$ cat config.mk
export PLATFORM = sky130hd
export DESIGN_NAME = rxq_route
export DESIGN_NICKNAME = d
export VERILOG_FILES = /design/src/rtl/rxq_pkg.sv /design/src/rtl/rxq_ctrl.sv /design/src/rtl/rxq_fifo.sv /design/src/rtl/rxq_timeout.sv /design/src/rtl/rxq_route.sv
export SDC_FILE = /design/constraint.sdc
export NUM_CORES = 1
export LEC_CHECK = 0
export BUFFER_PORTS_ARGS = -buffer_cell sky130_fd_sc_hd__buf_4
export CAP_MARGIN = 20
export CORE_UTILIZATION = 59
export DETAILED_ROUTE_END_ITERATION = 16
export PLACE_DENSITY = 0.76
export REMOVE_ABC_BUFFERS = 1
export SYNTH_ARGS = -nofsm -noshare
export SYNTH_HDL_FRONTEND = slang
export SYNTH_SLANG_ARGS = --single-unit
$ cat constraint.sdc
create_clock -name clk_i -period 3.76 [get_ports clk_i]
set_input_delay 0.564 -clock clk_i [delete_from_list [all_inputs] [get_ports clk_i]]
set_output_delay 0.564 -clock clk_i [all_outputs]
set_load 0.02 [all_outputs]
$ cat src/rtl/rxq_pkg.sv
package rxq_pkg;

  typedef enum logic [1:0] {
    CH_NORMAL = 2'd0,
    CH_ECHO   = 2'd1,
    CH_LLOOP  = 2'd2,
    CH_RLOOP  = 2'd3
  } ch_mode_e;

  localparam int CTRL_W      = 6;
  localparam int CB_CLR      = 0;
  localparam int CB_RX_ON    = 2;
  localparam int CB_RX_OFF   = 3;
  localparam int CB_TX_ON    = 4;
  localparam int CB_TX_OFF   = 5;
  localparam logic [CTRL_W-1:0] CTRL_RST = 6'h28;

endpackage

$ cat src/rtl/rxq_ctrl.sv
module rxq_ctrl
  import rxq_pkg::*;
(
  input  logic              clk_i,
  input  logic              rst_ni,
  input  logic              wr_i,
  input  logic [CTRL_W-1:0] wdata_i,
  output logic [CTRL_W-1:0] ctrl_o,
  output logic              rx_on_o,
  output logic              tx_on_o,
  output logic              clr_o
);

  logic [CTRL_W-1:0] ctrl_q;

  always_ff @(posedge clk_i or negedge rst_ni) begin
    if (!rst_ni) begin
      ctrl_q <= CTRL_RST;
    end else if (wr_i) begin
      ctrl_q    <= wdata_i;
      ctrl_q[1] <= 1'b0;
    end else if (ctrl_q[CB_CLR]) begin
      ctrl_q[CB_CLR] <= 1'b0;  // self-clear once applied
    end
  end

  assign ctrl_o  = ctrl_q;
  assign rx_on_o = ctrl_q[CB_RX_ON] & ~ctrl_q[CB_RX_OFF];
  assign tx_on_o = ctrl_q[CB_TX_ON] & ~ctrl_q[CB_TX_OFF];
  assign clr_o   = ctrl_q[CB_CLR];

endmodule

$ cat src/rtl/rxq_fifo.sv
module rxq_fifo #(
  parameter int DEPTH = 16,
  parameter int W     = 8,
  localparam int AW   = (DEPTH > 1) ? $clog2(DEPTH) : 1,
  localparam int CW   = $clog2(DEPTH + 1)
) (
  input  logic          clk_i,
  input  logic          rst_ni,
  input  logic          clr_i,
  input  logic          push_i,
  input  logic [W-1:0]  wdata_i,
  input  logic          pop_i,
  output logic [W-1:0]  head_o,
  output logic [CW-1:0] count_o,
  output logic          ovr_o,
  output logic          accept_o
);

  localparam logic [CW-1:0] FULL_C = CW'(DEPTH);
  localparam logic [AW-1:0] LAST_C = AW'(DEPTH - 1);

  logic [W-1:0]  mem [DEPTH];
  logic [AW-1:0] wr_ptr, rd_ptr;
  logic [CW-1:0] cnt_q;
  logic          is_full, is_empty, do_pop, do_push;

  assign is_full  = (cnt_q == FULL_C);
  assign is_empty = (cnt_q == '0);
  assign do_pop   = pop_i & ~is_empty & ~clr_i;
  // pop frees a slot before the push lands
  assign do_push  = push_i & ~clr_i & (~is_full | do_pop);
  assign ovr_o    = push_i & ~clr_i & is_full & ~do_pop;
  assign accept_o = do_push;

  function automatic logic [AW-1:0] nxt(input logic [AW-1:0] p);
    return (p == LAST_C) ? '0 : p + AW'(1);
  endfunction

  always_ff @(posedge clk_i or negedge rst_ni) begin
    if (!rst_ni) begin
      wr_ptr <= '0;
      rd_ptr <= '0;
      cnt_q  <= '0;
    end else if (clr_i) begin
      wr_ptr <= '0;
      rd_ptr <= '0;
      cnt_q  <= '0;
    end else begin
      if (do_push) wr_ptr <= nxt(wr_ptr);
      if (do_pop)  rd_ptr <= nxt(rd_ptr);
      case ({do_push, do_pop})
        2'b10:   cnt_q <= cnt_q + CW'(1);
        2'b01:   cnt_q <= cnt_q - CW'(1);
        default: cnt_q <= cnt_q;
      endcase
    end
  end

  always_ff @(posedge clk_i) begin
    if (do_push) mem[wr_ptr] <= wdata_i;
  end

  assign head_o  = mem[rd_ptr];
  assign count_o = cnt_q;

endmodule

$ cat src/rtl/rxq_timeout.sv
module rxq_timeout #(
  parameter int TMO_CHARS = 4,
  localparam int TW       = (TMO_CHARS > 1) ? $clog2(TMO_CHARS) : 1
) (
  input  logic clk_i,
  input  logic rst_ni,
  input  logic clr_i,
  input  logic rearm_i,
  input  logic tick_i,
  output logic fire_o
);

  localparam logic [TW-1:0] END_C = TW'(TMO_CHARS - 1);

  logic          armed_q, fire_q;
  logic [TW-1:0] cnt_q;

  always_ff @(posedge clk_i or negedge rst_ni) begin
    if (!rst_ni) begin
      armed_q <= 1'b0;
      cnt_q   <= '0;
      fire_q  <= 1'b0;
    end else begin
      fire_q <= 1'b0;
      if (clr_i) begin
        armed_q <= 1'b0;
        cnt_q   <= '0;
      end else if (rearm_i) begin
        armed_q <= 1'b1;
        cnt_q   <= '0;
      end else if (armed_q && tick_i) begin
        if (cnt_q == END_C) begin
          armed_q <= 1'b0;
          cnt_q   <= '0;
          fire_q  <= 1'b1;
        end else begin
          cnt_q <= cnt_q + TW'(1);
        end
      end
    end
  end

  assign fire_o = fire_q;

endmodule

$ cat src/rtl/rxq_route.sv
module rxq_route
  import rxq_pkg::*;
#(
  parameter int DEPTH     = 16,
  parameter int TMO_CHARS = 4,
  localparam int CW       = $clog2(DEPTH + 1)
) (
  input  logic              clk_i,
  input  logic              rst_ni,
  input  logic [1:0]        mode_i,
  input  logic              ctrl_wr_i,
  input  logic [CTRL_W-1:0] ctrl_wdata_i,
  output logic [CTRL_W-1:0] ctrl_o,
  input  logic              line_valid_i,
  input  logic [7:0]        line_data_i,
  input  logic              line_break_i,
  input  logic              bus_wr_i,
  input  logic [7:0]        bus_wdata_i,
  input  logic              bus_rd_i,
  output logic [7:0]        rd_data_o,
  output logic              tx_valid_o,
  output logic [7:0]        tx_data_o,
  input  logic              char_tick_i,
  input  logic [CW-1:0]     trig_level_i,
  output logic [CW-1:0]     count_o,
  output logic              empty_o,
  output logic              full_o,
  output logic              trig_o,
  output logic              overrun_o,
  output logic              timeout_o
);

  localparam logic [CW-1:0] FULL_C = CW'(DEPTH);

  ch_mode_e      mode;
  logic          rx_on, tx_on, clr;
  logic          line_any, rx_from_line, tx_from_line;
  logic          push, pop, ovr, accept, ovr_q;
  logic [7:0]    line_byte, push_data, head;
  logic [CW-1:0] cnt;

  assign mode = ch_mode_e'(mode_i);

  rxq_ctrl u_ctrl (
    .clk_i   (clk_i),
    .rst_ni  (rst_ni),
    .wr_i    (ctrl_wr_i),
    .wdata_i (ctrl_wdata_i),
    .ctrl_o  (ctrl_o),
    .rx_on_o (rx_on),
    .tx_on_o (tx_on),
    .clr_o   (clr)
  );

  // break stores a zero byte and is not echoed
  assign line_any     = line_valid_i | line_break_i;
  assign line_byte    = line_break_i ? 8'h00 : line_data_i;
  assign rx_from_line = (mode == CH_NORMAL) || (mode == CH_ECHO);
  assign tx_from_line = (mode == CH_ECHO) || (mode == CH_RLOOP);

  always_comb begin
    push      = 1'b0;
    push_data = line_byte;
    if (rx_on) begin
      if (rx_from_line && line_any) begin
        push = 1'b1;
      end else if (mode == CH_LLOOP && bus_wr_i) begin
        push      = 1'b1;
        push_data = bus_wdata_i;
      end
    end
  end

  always_comb begin
    tx_valid_o = 1'b0;
    tx_data_o  = 8'h00;
    if (tx_on) begin
      if (mode == CH_NORMAL && bus_wr_i) begin
        tx_valid_o = 1'b1;
        tx_data_o  = bus_wdata_i;
      end else if (tx_from_line && line_valid_i && !line_break_i) begin
        tx_valid_o = 1'b1;
        tx_data_o  = line_data_i;
      end
    end
  end

  assign pop = bus_rd_i & rx_on;

  rxq_fifo #(.DEPTH(DEPTH), .W(8)) u_fifo (
    .clk_i    (clk_i),
    .rst_ni   (rst_ni),
    .clr_i    (clr),
    .push_i   (push),
    .wdata_i  (push_data),
    .pop_i    (pop),
    .head_o   (head),
    .count_o  (cnt),
    .ovr_o    (ovr),
    .accept_o (accept)
  );

  rxq_timeout #(.TMO_CHARS(TMO_CHARS)) u_tmo (
    .clk_i   (clk_i),
    .rst_ni  (rst_ni),
    .clr_i   (clr),
    .rearm_i (accept),
    .tick_i  (char_tick_i),
    .fire_o  (timeout_o)
  );

  always_ff @(posedge clk_i or negedge rst_ni) begin
    if (!rst_ni) ovr_q <= 1'b0;
    else         ovr_q <= ovr;
  end

  assign rd_data_o = (rx_on && cnt != '0) ? head : 8'h00;
  assign count_o   = cnt;
  assign empty_o   = (cnt == '0);
  assign full_o    = (cnt == FULL_C);
  assign trig_o    = (cnt >= trig_level_i);
  assign overrun_o = ovr_q;

endmodule

==> results.toml <==
[run_status]
status = "complete, no violations"

[synth]
synth_compound_area_frac = 0.04686
syn_area_sq_um = 6782
yosysSeqAreaShare = 0.6520
avgSynthCellArea_sq_um = 16.38
yosysTopAreaCell = "edfxtp_1"
synth-main-ff-cell = "edfxtp_1"
synth_area_leaders = "edfxtp_1 57%, mux4_2 13%, dfrtp_1 7.7%, ha_1 2.4%, and2_1 1.6%"
synth_fa_ha_area_frac = 0.02399
synth-edff-count = 128
ys_types = 57
yosys.area.top_type_share = 0.5668
syn_inst = 414
synth_mux_area_frac = 0.1576
synth_xor_area_frac = 0.003875
synth_top_family_by_area = "multiplexers"
synth_seq_cells = 151
yosys.area_share.simple = 0.09502
ys_warn_count = 0
ys_async_sr_fraction = 0.1523

[power_and_ir_drop]
p_leak_nw = 2.901
irDropWorstVdd_mv = 0.3975
switching_share = 0.2555
switching_power_w = 0.001066
intPower_w = 0.003107
powerDensity_nw_per_um2 = 520.2
pwr-share-comb = 0.157
seqPwrFrac = 0.464
clkPwrFrac = 0.379

[sta]
fin_crit_sh = 0.8698
hold_viol_final = 0
setup_viol = 0
finClkSkew_ns = 0.007470
fin_hold_ws_ns = 0.02798
fin_crit_ns = 3.270
setup-tns-final_ns = 0
tightest_slew_ns = 0.8644
final-max-slew-violation-count = 0
timing.fmax_mhz = 305.8
rsz0062_at_grt = "no"
slew_headroom = 0.4216

[die]
fp.coreArea_sq_um = 11030
die_w_microns = 109.2
dieArea_sq_um = 11930
ios = 70
initial_utilization = 0.6148
die_h_microns = 109.2
rows = 38

[clock_tree]
cts_max_path_buffers = 2
cts_buffers = 17
postCtsSetupRepairBufs = 0
root_buffer = "clkbuf_16"
clk_pin_slew_ns = 0.06
postCtsHoldBufs = 0
cts_sinks = 151
cts_tree = "done"
cts.htree.levels = 4
clk_latency_ns = 0.42
cts.repair.resized = 0

[place]
dp_hpwl_microns = 9160
place.gp.congestion = 0.8306
portBuffers = 67
placed_cell_area_sq_um = 7465

[routing]
first_pass_iters = 4
drtIter0Drc = 379
vias = 3917
routed_wl_microns = 14320
drc = 0
avgRoutedWirePerCell_microns = 22.10
antenna_left = 0
via_per_inst = 6.045

[critical_path]
crit_path_end_kind = "primary output"
cp_max_fo = 24
path_class = "flop to primary output"
worst_ep_required_time_ns = 3.20
start_kind = "flop"
crit_arrival_ns = 2.71

[finish]
area_growth_pct = 18.30
fillers = 703
final_cell_area_sq_um = 8023
drive_gt1_frac = 0.3228
n_antenna_cell = 0
nets = 545

[global_routing]
grt_max_degree = 37
grt_pass1_vias = 3990
antenna_found_initial = 0
grtUsageTotal = 0.2653
grt_pass1_wl_microns = 21760
overflow = 0

[flow_run]
maxCapViolCount = 0

[min_path]
hold_class = "input pin to asynchronous set/reset pin"
## cells in the mapped netlist, drive strengths merged (2+ instances only)
master,instances
ha,13
or3,2
nor2b,10
a211oi,3
inv,9
xnor2,2
and2,17
dfstp,2
nand2,22
buf,9
a31oi,2
nand3,4
nor2,25
nand2b,12
edfxtp,128
nor3b,4
mux4,40
mux2i,10
mux2,6
a21o,7
nor4,3
o21bai,3
o21ai,13
nor3,4
a21oi,11
clkbuf,8
nand3b,4
dfrtp,21
## cells by family (layout without fill, tap and decap cells)
group | Yosys count | after routing
buf+inv | 27 | 121
xor+xnor | 3 | 3
other cells | 1 | 1
mux | 56 | 56
simple gates | 115 | 115
fa+ha+maj | 13 | 13
flops | 151 | 151
compound gates | 48 | 48
## flip-flops by register name, indices dropped and copies added, names as in the netlist
| register | cells |
|---|---|
| overrun_o | 1 |
| u_tmo.cnt_q | 2 |
| u_fifo.count_o | 5 |
| u_fifo.wr_ptr | 4 |
| u_fifo.mem | 128 |
| u_tmo.armed_q | 1 |
| u_tmo.fire_o | 1 |
| u_ctrl.ctrl_o | 5 |
| u_fifo.rd_ptr | 4 |
## power by group through the flow
stage | clock (W) | sequential [W] | combinational [W]
4_1_cts | 0.00160 | 0.00194 | 0.000662
6_report | 0.00158 | 0.00193 | 0.000657
3_5_place_dp | 0 | 0.00197 | 0.000655
3_3_place_gp | 0 | 0.00197 | 0.000638
2_1_floorplan | 0 | 0.00201 | 0.000382
5_1_grt | 0.00167 | 0.00194 | 0.000709
## final cells by class
type                            count  area, sq um  area share
Timing Repair Buffer               79        605.6     0.07548
Tap cell                          140        175.2     0.02183
Inverter                           10        37.54    0.004679
Clock inverter                     14        128.9     0.01606
Clock buffer                       18        429.2     0.05349
Sequential cell                   151         4423      0.5513
Multi-Input combinational cell    236         2223      0.2771
## metrics by stage
| step | setup slack, ns | instances | power (W) | utilization |
|---|---|---|---|---|
| finish | 0.4897 | 648 | 0.004174 | 0.7273 |
| global route | 0.3511 | 648 | 0.004326 | 0.7273 |
| CTS | 0.4367 | 648 | 0.004199 | 0.7273 |
| detailed placement | 0.5931 | 616 | 0.002626 | 0.6767 |
| global placement | 0.6743 | 616 | 0.002605 | 0.6767 |
| floorplan | 0.4466 | 397 | 0.002397 | - |
## critical path, cell delays in order, from the launching register on
cell	delay (ns)
dfrtp_2	0.63
buf_12	0.28
mux4_2	0.57
mux4_2	0.48
nor2b_1	0.14
buf_4	0.18
## worst paths after layout
path	to	slack [ns]	start	cells past startpoint
max reg2reg	u_fifo.count_o[4]$_DFFE_PN0P_	0.73	u_fifo.count_o[1]$_DFFE_PN0P_	11
min in group clk_i	u_ctrl.ctrl_o[0]$_DFF_PN0_	0.37	ctrl_wdata_i[0]	2
min	u_fifo.count_o[3]$_DFFE_PN0P_	0.03	rst_ni	1
max in group asynchronous	u_ctrl.ctrl_o[5]$_DFFE_PN1P_	3.45	rst_ni	1
max	rd_data_o[5]	0.49	u_fifo.rd_ptr[0]$_DFFE_PN0P_	5
min reg2reg	u_tmo.armed_q$_DFFE_PN0P_	0.54	u_tmo.armed_q$_DFFE_PN0P_	2
## cells in the final DEF, fill, tap and decap left out, types with 8 or more instances in the layout
cell          n
clkbuf_16    17
mux2i_1      10
ha_1         13
a21oi_1      10
nand2_1      22
and2_1       17
mux4_2       40
clkinvlp_4    8
nor2b_1      10
edfxtp_1    128
o21ai_0      10
inv_1         9
nor2_1       25
buf_4        78
dfrtp_1      20
nand2b_1     12
## routing by layer
metal | routed length, microns | share of wire | vias to the layer above | global-route usage
li1 | - | - | 1788 | -
met1 | 5947 | 0.42 | 1967 | 0.3490
met2 | 7391 | 0.52 | 142 | 0.4227
met3 | 737 | 0.051 | 20 | 0.07472
met4 | 248 | 0.017 | 0 | 0.1019
met5 | 0 | 0 | - | 0
(Power assumes the default switching activity.)
